===== src/rtl/intx_pkg.sv =====
package intx_pkg;
  localparam logic [1:0] CODE_ASSERT   = 2'b01;
  localparam logic [1:0] CODE_DEASSERT = 2'b10;
  localparam int BIT_REQ_ASRT  = 0;
  localparam int BIT_REQ_DASRT = 1;
  localparam int BIT_WIRE      = 2;
  localparam int BIT_DROPPED   = 3;
  localparam int IDX_CTRL = 0;   // word offset 0x0
  localparam int IDX_PIN  = 1;   // word offset 0x4
  localparam logic [1:0] RESP_OKAY = 2'b00;
  typedef logic [1:0] pin_t;
endpackage


===== src/rtl/intx_axil_port.sv =====
module intx_axil_port #(
  parameter int ADDR_W = 8,
  parameter int DATA_W = 32
) (
  input  logic                clk,
  input  logic                rst_n,
  input  logic                awvalid,
  output logic                awready,
  input  logic [ADDR_W-1:0]   awaddr,
  input  logic                wvalid,
  output logic                wready,
  input  logic [DATA_W-1:0]   wdata,
  input  logic [DATA_W/8-1:0] wstrb,
  output logic                bvalid,
  input  logic                bready,
  input  logic                arvalid,
  output logic                arready,
  input  logic [ADDR_W-1:0]   araddr,
  output logic                rvalid,
  input  logic                rready,
  output logic [DATA_W-1:0]   rdata,
  output logic                wr_en,
  output logic [ADDR_W-1:0]   wr_addr,
  output logic [DATA_W-1:0]   wr_data,
  output logic [DATA_W/8-1:0] wr_strb,
  output logic [ADDR_W-1:0]   rd_addr,
  input  logic [DATA_W-1:0]   rd_data
);
  logic rd_en;

  // Address and data are taken together, one write at a time.
  assign wr_en   = awvalid && wvalid && !bvalid;
  assign awready = wr_en;
  assign wready  = wr_en;
  assign wr_addr = awaddr;
  assign wr_data = wdata;
  assign wr_strb = wstrb;

  assign arready = !rvalid;
  assign rd_en   = arvalid && !rvalid;
  assign rd_addr = araddr;

  always_ff @(posedge clk) begin
    if (!rst_n) begin
      bvalid <= 1'b0;
      rvalid <= 1'b0;
      rdata  <= '0;
    end else begin
      if (wr_en) bvalid <= 1'b1;
      else if (bready) bvalid <= 1'b0;
      if (rd_en) begin
        rvalid <= 1'b1;
        rdata  <= rd_data;
      end else if (rready) begin
        rvalid <= 1'b0;
      end
    end
  end

  p_bvalid_hold_r11: assert property (@(posedge clk) disable iff (!rst_n)
    bvalid && !bready |=> bvalid);
  p_rdata_hold_r11: assert property (@(posedge clk) disable iff (!rst_n)
    rvalid && !rready |=> rvalid && $stable(rdata));
endmodule


===== src/rtl/intx_req_engine.sv =====
module intx_req_engine
  import intx_pkg::*;
#(
  parameter int ADDR_W = 8,
  parameter int DATA_W = 32
) (
  input  logic                clk,
  input  logic                rst_n,
  input  logic                wr_en,
  input  logic [ADDR_W-1:0]   wr_addr,
  input  logic [DATA_W-1:0]   wr_data,
  input  logic [DATA_W/8-1:0] wr_strb,
  input  logic                cfg_intx_disable,
  input  logic                cfg_msi_enable,
  output logic                msg_valid,
  input  logic                msg_ready,
  output logic                msg_assert,
  output pin_t                msg_pin,
  output logic                req_asrt,
  output logic                req_dasrt,
  output logic                wire_lvl,
  output logic                dropped,
  output pin_t                pin_sel
);
  localparam int WIDX_W = ADDR_W - 2;

  logic blocked, pending, accept, ctrl_hit, pin_hit, code_ok, new_req;
  logic [1:0] code;

  assign blocked  = cfg_intx_disable || cfg_msi_enable;
  assign pending  = req_asrt || req_dasrt;
  assign accept   = msg_valid && msg_ready;
  assign ctrl_hit = wr_en && wr_strb[0] && (wr_addr[ADDR_W-1:2] == WIDX_W'(IDX_CTRL));
  assign pin_hit  = wr_en && wr_strb[0] && (wr_addr[ADDR_W-1:2] == WIDX_W'(IDX_PIN));
  assign code     = wr_data[1:0];
  assign code_ok  = (code == CODE_ASSERT) || (code == CODE_DEASSERT);
  assign new_req  = ctrl_hit && !pending && code_ok;

  always_ff @(posedge clk) begin
    if (!rst_n) begin
      req_asrt  <= 1'b0;
      req_dasrt <= 1'b0;
      wire_lvl  <= 1'b0;
      dropped   <= 1'b0;
      pin_sel   <= '0;
    end else begin
      if (accept) begin
        req_asrt  <= 1'b0;
        req_dasrt <= 1'b0;
        wire_lvl  <= req_asrt;
      end else if (new_req && !blocked) begin
        req_asrt  <= (code == CODE_ASSERT);
        req_dasrt <= (code == CODE_DEASSERT);
      end
      if (new_req && blocked) dropped <= 1'b1;
      else if (ctrl_hit && wr_data[BIT_DROPPED]) dropped <= 1'b0;
      if (pin_hit && !pending) pin_sel <= wr_data[1:0];
    end
  end

  assign msg_valid  = pending;
  assign msg_assert = req_asrt;
  assign msg_pin    = pin_sel;

  p_msg_hold_r4: assert property (@(posedge clk) disable iff (!rst_n)
    msg_valid && !msg_ready |=> msg_valid && $stable(msg_assert) && $stable(msg_pin));
  p_clear_after_accept_r4: assert property (@(posedge clk) disable iff (!rst_n)
    msg_valid && msg_ready |=> !msg_valid);
  p_wire_follows_r5: assert property (@(posedge clk) disable iff (!rst_n)
    msg_valid && msg_ready |=> wire_lvl == $past(msg_assert));
  p_issue_enabled_r6: assert property (@(posedge clk) disable iff (!rst_n)
    $rose(msg_valid) |-> $past(!blocked));
  p_one_outstanding_r8: assert property (@(posedge clk) disable iff (!rst_n)
    $onehot0({req_asrt, req_dasrt}));
endmodule


===== src/rtl/intx_csr_mux.sv =====
module intx_csr_mux
  import intx_pkg::*;
#(
  parameter int ADDR_W = 8,
  parameter int DATA_W = 32
) (
  input  logic [ADDR_W-1:0] rd_addr,
  input  logic              req_asrt,
  input  logic              req_dasrt,
  input  logic              wire_lvl,
  input  logic              dropped,
  input  pin_t              pin_sel,
  output logic [DATA_W-1:0] rd_data
);
  localparam int WIDX_W = ADDR_W - 2;
  logic [WIDX_W-1:0] widx;
  assign widx = rd_addr[ADDR_W-1:2];

  always_comb begin
    rd_data = '0;
    if (widx == WIDX_W'(IDX_CTRL)) begin
      rd_data[BIT_REQ_ASRT]  = req_asrt;
      rd_data[BIT_REQ_DASRT] = req_dasrt;
      rd_data[BIT_WIRE]      = wire_lvl;
      rd_data[BIT_DROPPED]   = dropped;
    end else if (widx == WIDX_W'(IDX_PIN)) begin
      rd_data[1:0] = pin_sel;
    end
  end
endmodule


===== src/rtl/intx_msg_ctrl.sv =====
module intx_msg_ctrl
  import intx_pkg::*;
#(
  parameter int ADDR_W = 8,
  parameter int DATA_W = 32
) (
  input  logic                clk,
  input  logic                rst_n,
  input  logic                s_awvalid,
  output logic                s_awready,
  input  logic [ADDR_W-1:0]   s_awaddr,
  input  logic                s_wvalid,
  output logic                s_wready,
  input  logic [DATA_W-1:0]   s_wdata,
  input  logic [DATA_W/8-1:0] s_wstrb,
  output logic                s_bvalid,
  input  logic                s_bready,
  output logic [1:0]          s_bresp,
  input  logic                s_arvalid,
  output logic                s_arready,
  input  logic [ADDR_W-1:0]   s_araddr,
  output logic                s_rvalid,
  input  logic                s_rready,
  output logic [DATA_W-1:0]   s_rdata,
  output logic [1:0]          s_rresp,
  input  logic                cfg_intx_disable,
  input  logic                cfg_msi_enable,
  output logic                msg_valid,
  input  logic                msg_ready,
  output logic                msg_assert,
  output logic [1:0]          msg_pin
);
  logic                wr_en;
  logic [ADDR_W-1:0]   wr_addr, rd_addr;
  logic [DATA_W-1:0]   wr_data, rd_data;
  logic [DATA_W/8-1:0] wr_strb;
  logic                req_asrt, req_dasrt, wire_lvl, dropped;
  pin_t                pin_sel;

  assign s_bresp = RESP_OKAY;
  assign s_rresp = RESP_OKAY;

  intx_axil_port #(.ADDR_W(ADDR_W), .DATA_W(DATA_W)) u_port (
    .clk(clk), .rst_n(rst_n),
    .awvalid(s_awvalid), .awready(s_awready), .awaddr(s_awaddr),
    .wvalid(s_wvalid), .wready(s_wready), .wdata(s_wdata), .wstrb(s_wstrb),
    .bvalid(s_bvalid), .bready(s_bready),
    .arvalid(s_arvalid), .arready(s_arready), .araddr(s_araddr),
    .rvalid(s_rvalid), .rready(s_rready), .rdata(s_rdata),
    .wr_en(wr_en), .wr_addr(wr_addr), .wr_data(wr_data), .wr_strb(wr_strb),
    .rd_addr(rd_addr), .rd_data(rd_data)
  );

  intx_req_engine #(.ADDR_W(ADDR_W), .DATA_W(DATA_W)) u_engine (
    .clk(clk), .rst_n(rst_n),
    .wr_en(wr_en), .wr_addr(wr_addr), .wr_data(wr_data), .wr_strb(wr_strb),
    .cfg_intx_disable(cfg_intx_disable), .cfg_msi_enable(cfg_msi_enable),
    .msg_valid(msg_valid), .msg_ready(msg_ready), .msg_assert(msg_assert),
    .msg_pin(msg_pin), .req_asrt(req_asrt), .req_dasrt(req_dasrt),
    .wire_lvl(wire_lvl), .dropped(dropped), .pin_sel(pin_sel)
  );

  intx_csr_mux #(.ADDR_W(ADDR_W), .DATA_W(DATA_W)) u_mux (
    .rd_addr(rd_addr), .req_asrt(req_asrt), .req_dasrt(req_dasrt),
    .wire_lvl(wire_lvl), .dropped(dropped), .pin_sel(pin_sel), .rd_data(rd_data)
  );
endmodule


===== config.mk =====
export PLATFORM = sky130hd
export DESIGN_NAME = intx_msg_ctrl
export DESIGN_NICKNAME = d
export VERILOG_FILES = /design/src/rtl/intx_pkg.sv /design/src/rtl/intx_axil_port.sv /design/src/rtl/intx_req_engine.sv /design/src/rtl/intx_csr_mux.sv /design/src/rtl/intx_msg_ctrl.sv
export SDC_FILE = /design/constraint.sdc
export NUM_CORES = 1
export LEC_CHECK = 0
export BUFFER_PORTS_ARGS = -buffer_cell sky130_fd_sc_hd__clkbuf_2
export CAP_MARGIN = 20
export CORE_ASPECT_RATIO = 1.1
export CORE_MARGIN = 5
export CORE_UTILIZATION = 49
export CTS_CLUSTER_DIAMETER = 50
export DETAILED_ROUTE_END_ITERATION = 6
export PLACE_DENSITY_LB_ADDON = 0.25
export SLEW_MARGIN = 25
export SYNTH_ARGS = -nofsm -noshare
export SYNTH_HDL_FRONTEND = slang
export SYNTH_HIERARCHICAL = 1
export SYNTH_SLANG_ARGS = --single-unit

===== constraint.sdc =====
create_clock -name clk -period 1.79 [get_ports clk]
set_input_delay 0.2685 -clock clk [delete_from_list [all_inputs] [get_ports clk]]
set_output_delay 0.2685 -clock clk [all_outputs]
set_load 0.005 [all_outputs]

==> results.ini, run 1 <==
[outcome]
outcome=finished, final reports clean

[clock_network]
clock-root-buffer=clkbuf_8
clk_latency_ps=280
cts_buffers=5
ctsResizeCount=0
cts_hold_buf=0
path_clk_slew_ps=70
ctsLongestPathBuffers=2
cts_max_level=2
cts_tree=built
clock-sinks=40
postCtsSetupRepairBufs=0

[sta]
setup_violations=0
fin_skew_ps=5.14
max_freq_mhz=727
fin_crit_sh_pct=76.9
rsz0062_at_grt=false
slew_violations=0
period_needed_ps=1380
finalHoldViolations=0
setup_tns_ps=0
layout_setup_ws_ps=414

[placement]
post-place-ws_ps=249
place_hpwl_um=2740
port_buffers=66
place.gp.congestion=0.774

[die]
die_y_um=80.4
io_pins=107
core_region_area_mm2=0.00432
die-width_um=74.0
start_util_pct=51.1
rows=25
dieArea_mm2=0.00594

[power]
cellLeakagePower_uw=0.00114
p_int_uw=1320
power_frac_seq_pct=54.4
p_sw_share_pct=25.2
p_clk_share_pct=31.6
p_sw_uw=444
cellPowerDensity_mw_per_mm2=757
peakVddDrop_mv=0.300
combPwrFrac_pct=14.0

[setup_path]
cp_max_fo=4
r2r-start=u_port/bvalid
rrSetupSlack_ps=410
cpPeakStageDelay_ps=370
r2r-end=u_engine/msg_assert
cp_slowest_cell=nor4bb_1
startpoint_type=flip-flop
rr_worst_depth=4
worstPathCellList=nor2_1, nor4bb_1, nand4b_1, o21ai_1
critPathCaptureType=flip-flop
critPathKind=flip-flop to flip-flop
worstPathRequired_ps=2000
crit_family=simple AND/OR/NAND/NOR gates
crit_arrival_ps=1590
cp_num_buf_inv=0

[synth]
syn_area_mm2=0.00220
synth_warnings=6
netlist_instances=249
synth.avg_cell_area_um2=8.85

[finish]
regArea_um2=801
syn_to_final_growth_pct=5.73
layout_commonest_cell=nand2_1
drive_above_1_share_pct=27.7
finalNetCount=356
antenna_cells=0
final_cell_mix=nand2_1, clkbuf_2, dfxtp_1
num-fill-cells=407
multiInputGateArea_mm2=0.00100

[global_routing]
grt_pass1_vias=1356
grt_overflow=0
grt_max_degree=45
track_usage_pct=13.0
grt_antenna_before_repair=0
grt_pass1_wl_um=6070

[worst_hold_path]
hold_path_class=primary input to flip-flop
hp-start=s_bready
hold_depth=3
min_to=u_port/bvalid

[drt]
routed_wl_um=3630
routed_wire_length_per_instance_um=10.5
drt_iter0_markers=60
drc=0
vias_per_cell=4.29
drtAntennaViolNets=0
first_pass_iters=4
num_vias=1483

[run]
cap_violations=0

stage by stage:
step / power [uW] / hold slack (ps) / instances / instance area (um2) / utilization, %
3_3_place_gp: 1220 / 441 / 339 / 2250 / 52.2
3_5_place_dp: 1230 / 446 / 339 / 2250 / 52.2
6_report: 1760 / 231 / 346 / 2330 / 54.0
2_1_floorplan: 1230 / 397 / 279 / 2320 / -
5_1_grt: 1860 / 241 / 346 / 2330 / 54.0
4_1_cts: 1790 / 218 / 346 / 2330 / 54.0
final cells by class:
| cell class | instances | area share (%) |
|---|---|---|
| clock buffer | 6 | 3.11 |
| clock inverter | 1 | 0.215 |
| inverter | 3 | 0.483 |
| multi-input combinational | 172 | 42.9 |
| sequential | 40 | 34.4 |
| tap | 54 | 2.90 |
| timing repair buffer | 70 | 16.0 |
sequential cells by signal, indices dropped and copies added, names as in the netlist:
register	count
u_engine/dropped	1
u_engine/msg_assert	1
u_engine/msg_pin	2
u_engine/req_dasrt	1
u_engine/wire_lvl	1
u_port/bvalid	1
u_port/rdata	32
u_port/rvalid	1
layer usage:
layer,wire [um],part of all wire [%],vias up,track usage [%]
li1,-,-,804,-
met1,1610,44,627,15.5
met2,1720,47,48,21.7
met3,259,7.1,4,4.01
met4,48,1.3,0,4.89
met5,0,0,-,0
how the worst max path moves through the flow:
stage	depth (start not counted)	startpoint	slack (ps)	endpoint
after global placement	5	s_araddr[6]	280	u_port/rdata[2]
final	4	u_port/bvalid	410	u_engine/msg_assert
after detailed placement	5	s_araddr[6]	250	u_port/rdata[2]
after CTS	4	u_port/bvalid	390	u_engine/msg_pin[1]
after floorplan	5	s_araddr[6]	360	u_port/rdata[2]
after global routing	4	u_port/bvalid	180	u_engine/req_dasrt
worst register-to-register path, stage by stage, from the launching register on:
cell and delay (ps):
dfxtp_1 340, nor2_1 210, nor4bb_1 370, nand4b_1 220, o21ai_1 170
power groups by stage:
| stage | clock network [uW] | registers (uW) | logic [uW] |
|---|---|---|---|
| 6_report | 559 | 959 | 247 |
| 5_1_grt | 617 | 966 | 280 |
| 4_1_cts | 583 | 960 | 251 |
| 3_5_place_dp | 0 | 980 | 250 |
| 3_3_place_gp | 0 | 980 | 245 |
| 2_1_floorplan | 0 | 983 | 243 |
(Power assumes the default switching activity.)
==> inputs of run 2 (changes only) <==
clock period = 1.4 ns   (was 1.79 ns; I/O delays follow)
==> run 2 against run 1 <==
  * Global-route usage is 0.65 points lower
  * Sequential power rose by 28%
  * Wire length fell by 2.4%
  * Critical path depth down 2
  * Critical path type is now flip-flop to output pin
==> results.ini, run 2 (synthesis gave the netlist of run 1 again) <==
[placement]
place.gp.congestion=0.753
port_buffers=66
place_hpwl_um=2640
placed_area_mm2=0.00227
place_inst=340

[setup_path]
rr_worst_depth=4
crit_arrival_ps=1050
startpoint_type=flip-flop
worstPathRequired_ps=1190
cp_max_fo=6
crit_path_end=msg_valid
critPathKind=flip-flop to output pin
rrSetupSlack_ps=160
r2r-end=u_engine/msg_pin[1]
startpoint=u_engine/msg_assert
r2r-start=u_port/bvalid
critPathCaptureType=output pin

[outcome]
outcome=finished, final reports clean

[finish]
final_cell_mix=nand2_1, clkbuf_2, dfxtp_1
num-fill-cells=427
syn_to_final_growth_pct=7.61
finalNetCount=357
instances_no_fill=348
drive_above_1_share_pct=28.6
design_area_mm2=0.00237
antenna_cells=0
largest-register=u_port/rdata
multiInputGateArea_mm2=0.00101
regArea_um2=801
final_core_util_pct=55.0
largest_reg_flops=32
layout_commonest_cell=nand2_1

[run]
cap_violations=0

[global_routing]
track_usage_pct=12.4
grt_antenna_before_repair=0
grt_pass1_wl_um=5660
grt_pass1_vias=1343
grt_max_degree=45
grt_overflow=0

[clock_network]
ctsLongestPathBuffers=2
clock-root-buffer=clkbuf_8
clock-sinks=40
postCtsSetupRepairBufs=0
clk_latency_ps=280
path_clk_slew_ps=70
cts_buffers=5
cts_tree=built
cts_max_level=2

[sta]
setup_violations=0
rsz0062_at_grt=false
period_needed_ps=1260
slew_violations=0
fin_skew_ps=2.71
fin_crit_sh_pct=90.0
finalHoldViolations=0
max_freq_mhz=793

[drt]
drc=0
num_vias=1508
vias_per_cell=4.33
first_pass_iters=2
routed_wire_length_per_instance_um=10.2
drtAntennaViolNets=0
drt_iter0_markers=28
routed_wl_um=3540

[power]
cellPowerDensity_mw_per_mm2=977
cellLeakagePower_uw=0.00116
finalPower_uw=2320
peakVddDrop_mv=0.409

[die]
io_pins=107
start_util_pct=51.1
die-width_um=74.0
die_y_um=80.4
rows=25
core_region_area_mm2=0.00432
dieArea_mm2=0.00594

[worst_hold_path]
hold_path_class=primary input to flip-flop

## run 2: changes by cell type in the layout (fill, tap and decap cells not counted)
| cell | delta |
|---|---|
| buf_12 | +1 |
| clkbuf_1 | +1 |
| clkbuf_8 | +1 |
| clkinv_2 | -1 |
| nor2_1 | -1 |
| nor2_2 | +1 |
| nor4bb_1 | -1 |
| nor4bb_2 | +1 |
## run 2: worst min path at each step
stage                     start           endpoint  slack [ps]  cells past startpoint
6_report               s_bready      u_port/bvalid         180                      3
5_1_grt                s_wvalid      u_port/bvalid         160                      3
4_1_cts                s_wvalid      u_port/bvalid         160                      3
3_5_place_dp    u_port/rdata[6]    u_port/rdata[6]         450                      2
3_3_place_gp   u_port/rdata[31]   u_port/rdata[31]         440                      2
2_1_floorplan             rst_n  u_engine/wire_lvl         340                      1
## run 2: stage by stage
step	hold WS [ps]	setup WS, ps	TNS [ps]
after floorplan	338	23.9	0
after global placement	441	-10.5	-10.5
after detailed placement	448	-49.1	-78.7
after CTS	163	18.8	0
after global routing	161	16.1	0
final	175	140	0
## run 2: critical path, stage by stage (launching register included)
cell and delay [ps]:
dfxtp_1 390, or2_1 260, clkbuf_2 110
## run 2: per-layer routing
layer | global-route usage, % | vias up | part of all wire [%]
met3 | 3.75 | 7 | 7.6
li1 | - | 808 | -
met5 | 0 | - | 0
met4 | 5.98 | 0 | 1.8
met1 | 14.3 | 644 | 44
met2 | 20.5 | 49 | 47
## run 2: power breakdown
part / switching, uW / total [uW] / internal [uW]
clock: 367 / 769 / 402
sequential: 30.3 / 1230 / 1200
combinational: 163 / 321 / 158
## run 2: timing repair
| action | CTS | global route |
|---|---|---|
| setup endpoints to repair | 0 | 5 |
| hold buffers | 0 | 0 |
| gates resized for setup | 0 | 2 |
## run 2: area by class of cell
class                           count  area share [%]
Timing Repair Buffer               71            16.6
Inverter                            3           0.475
Clock buffer                        8            3.80
Tap cell                           54            2.85
Multi-Input combinational cell    172            42.6
Sequential cell                    40            33.8
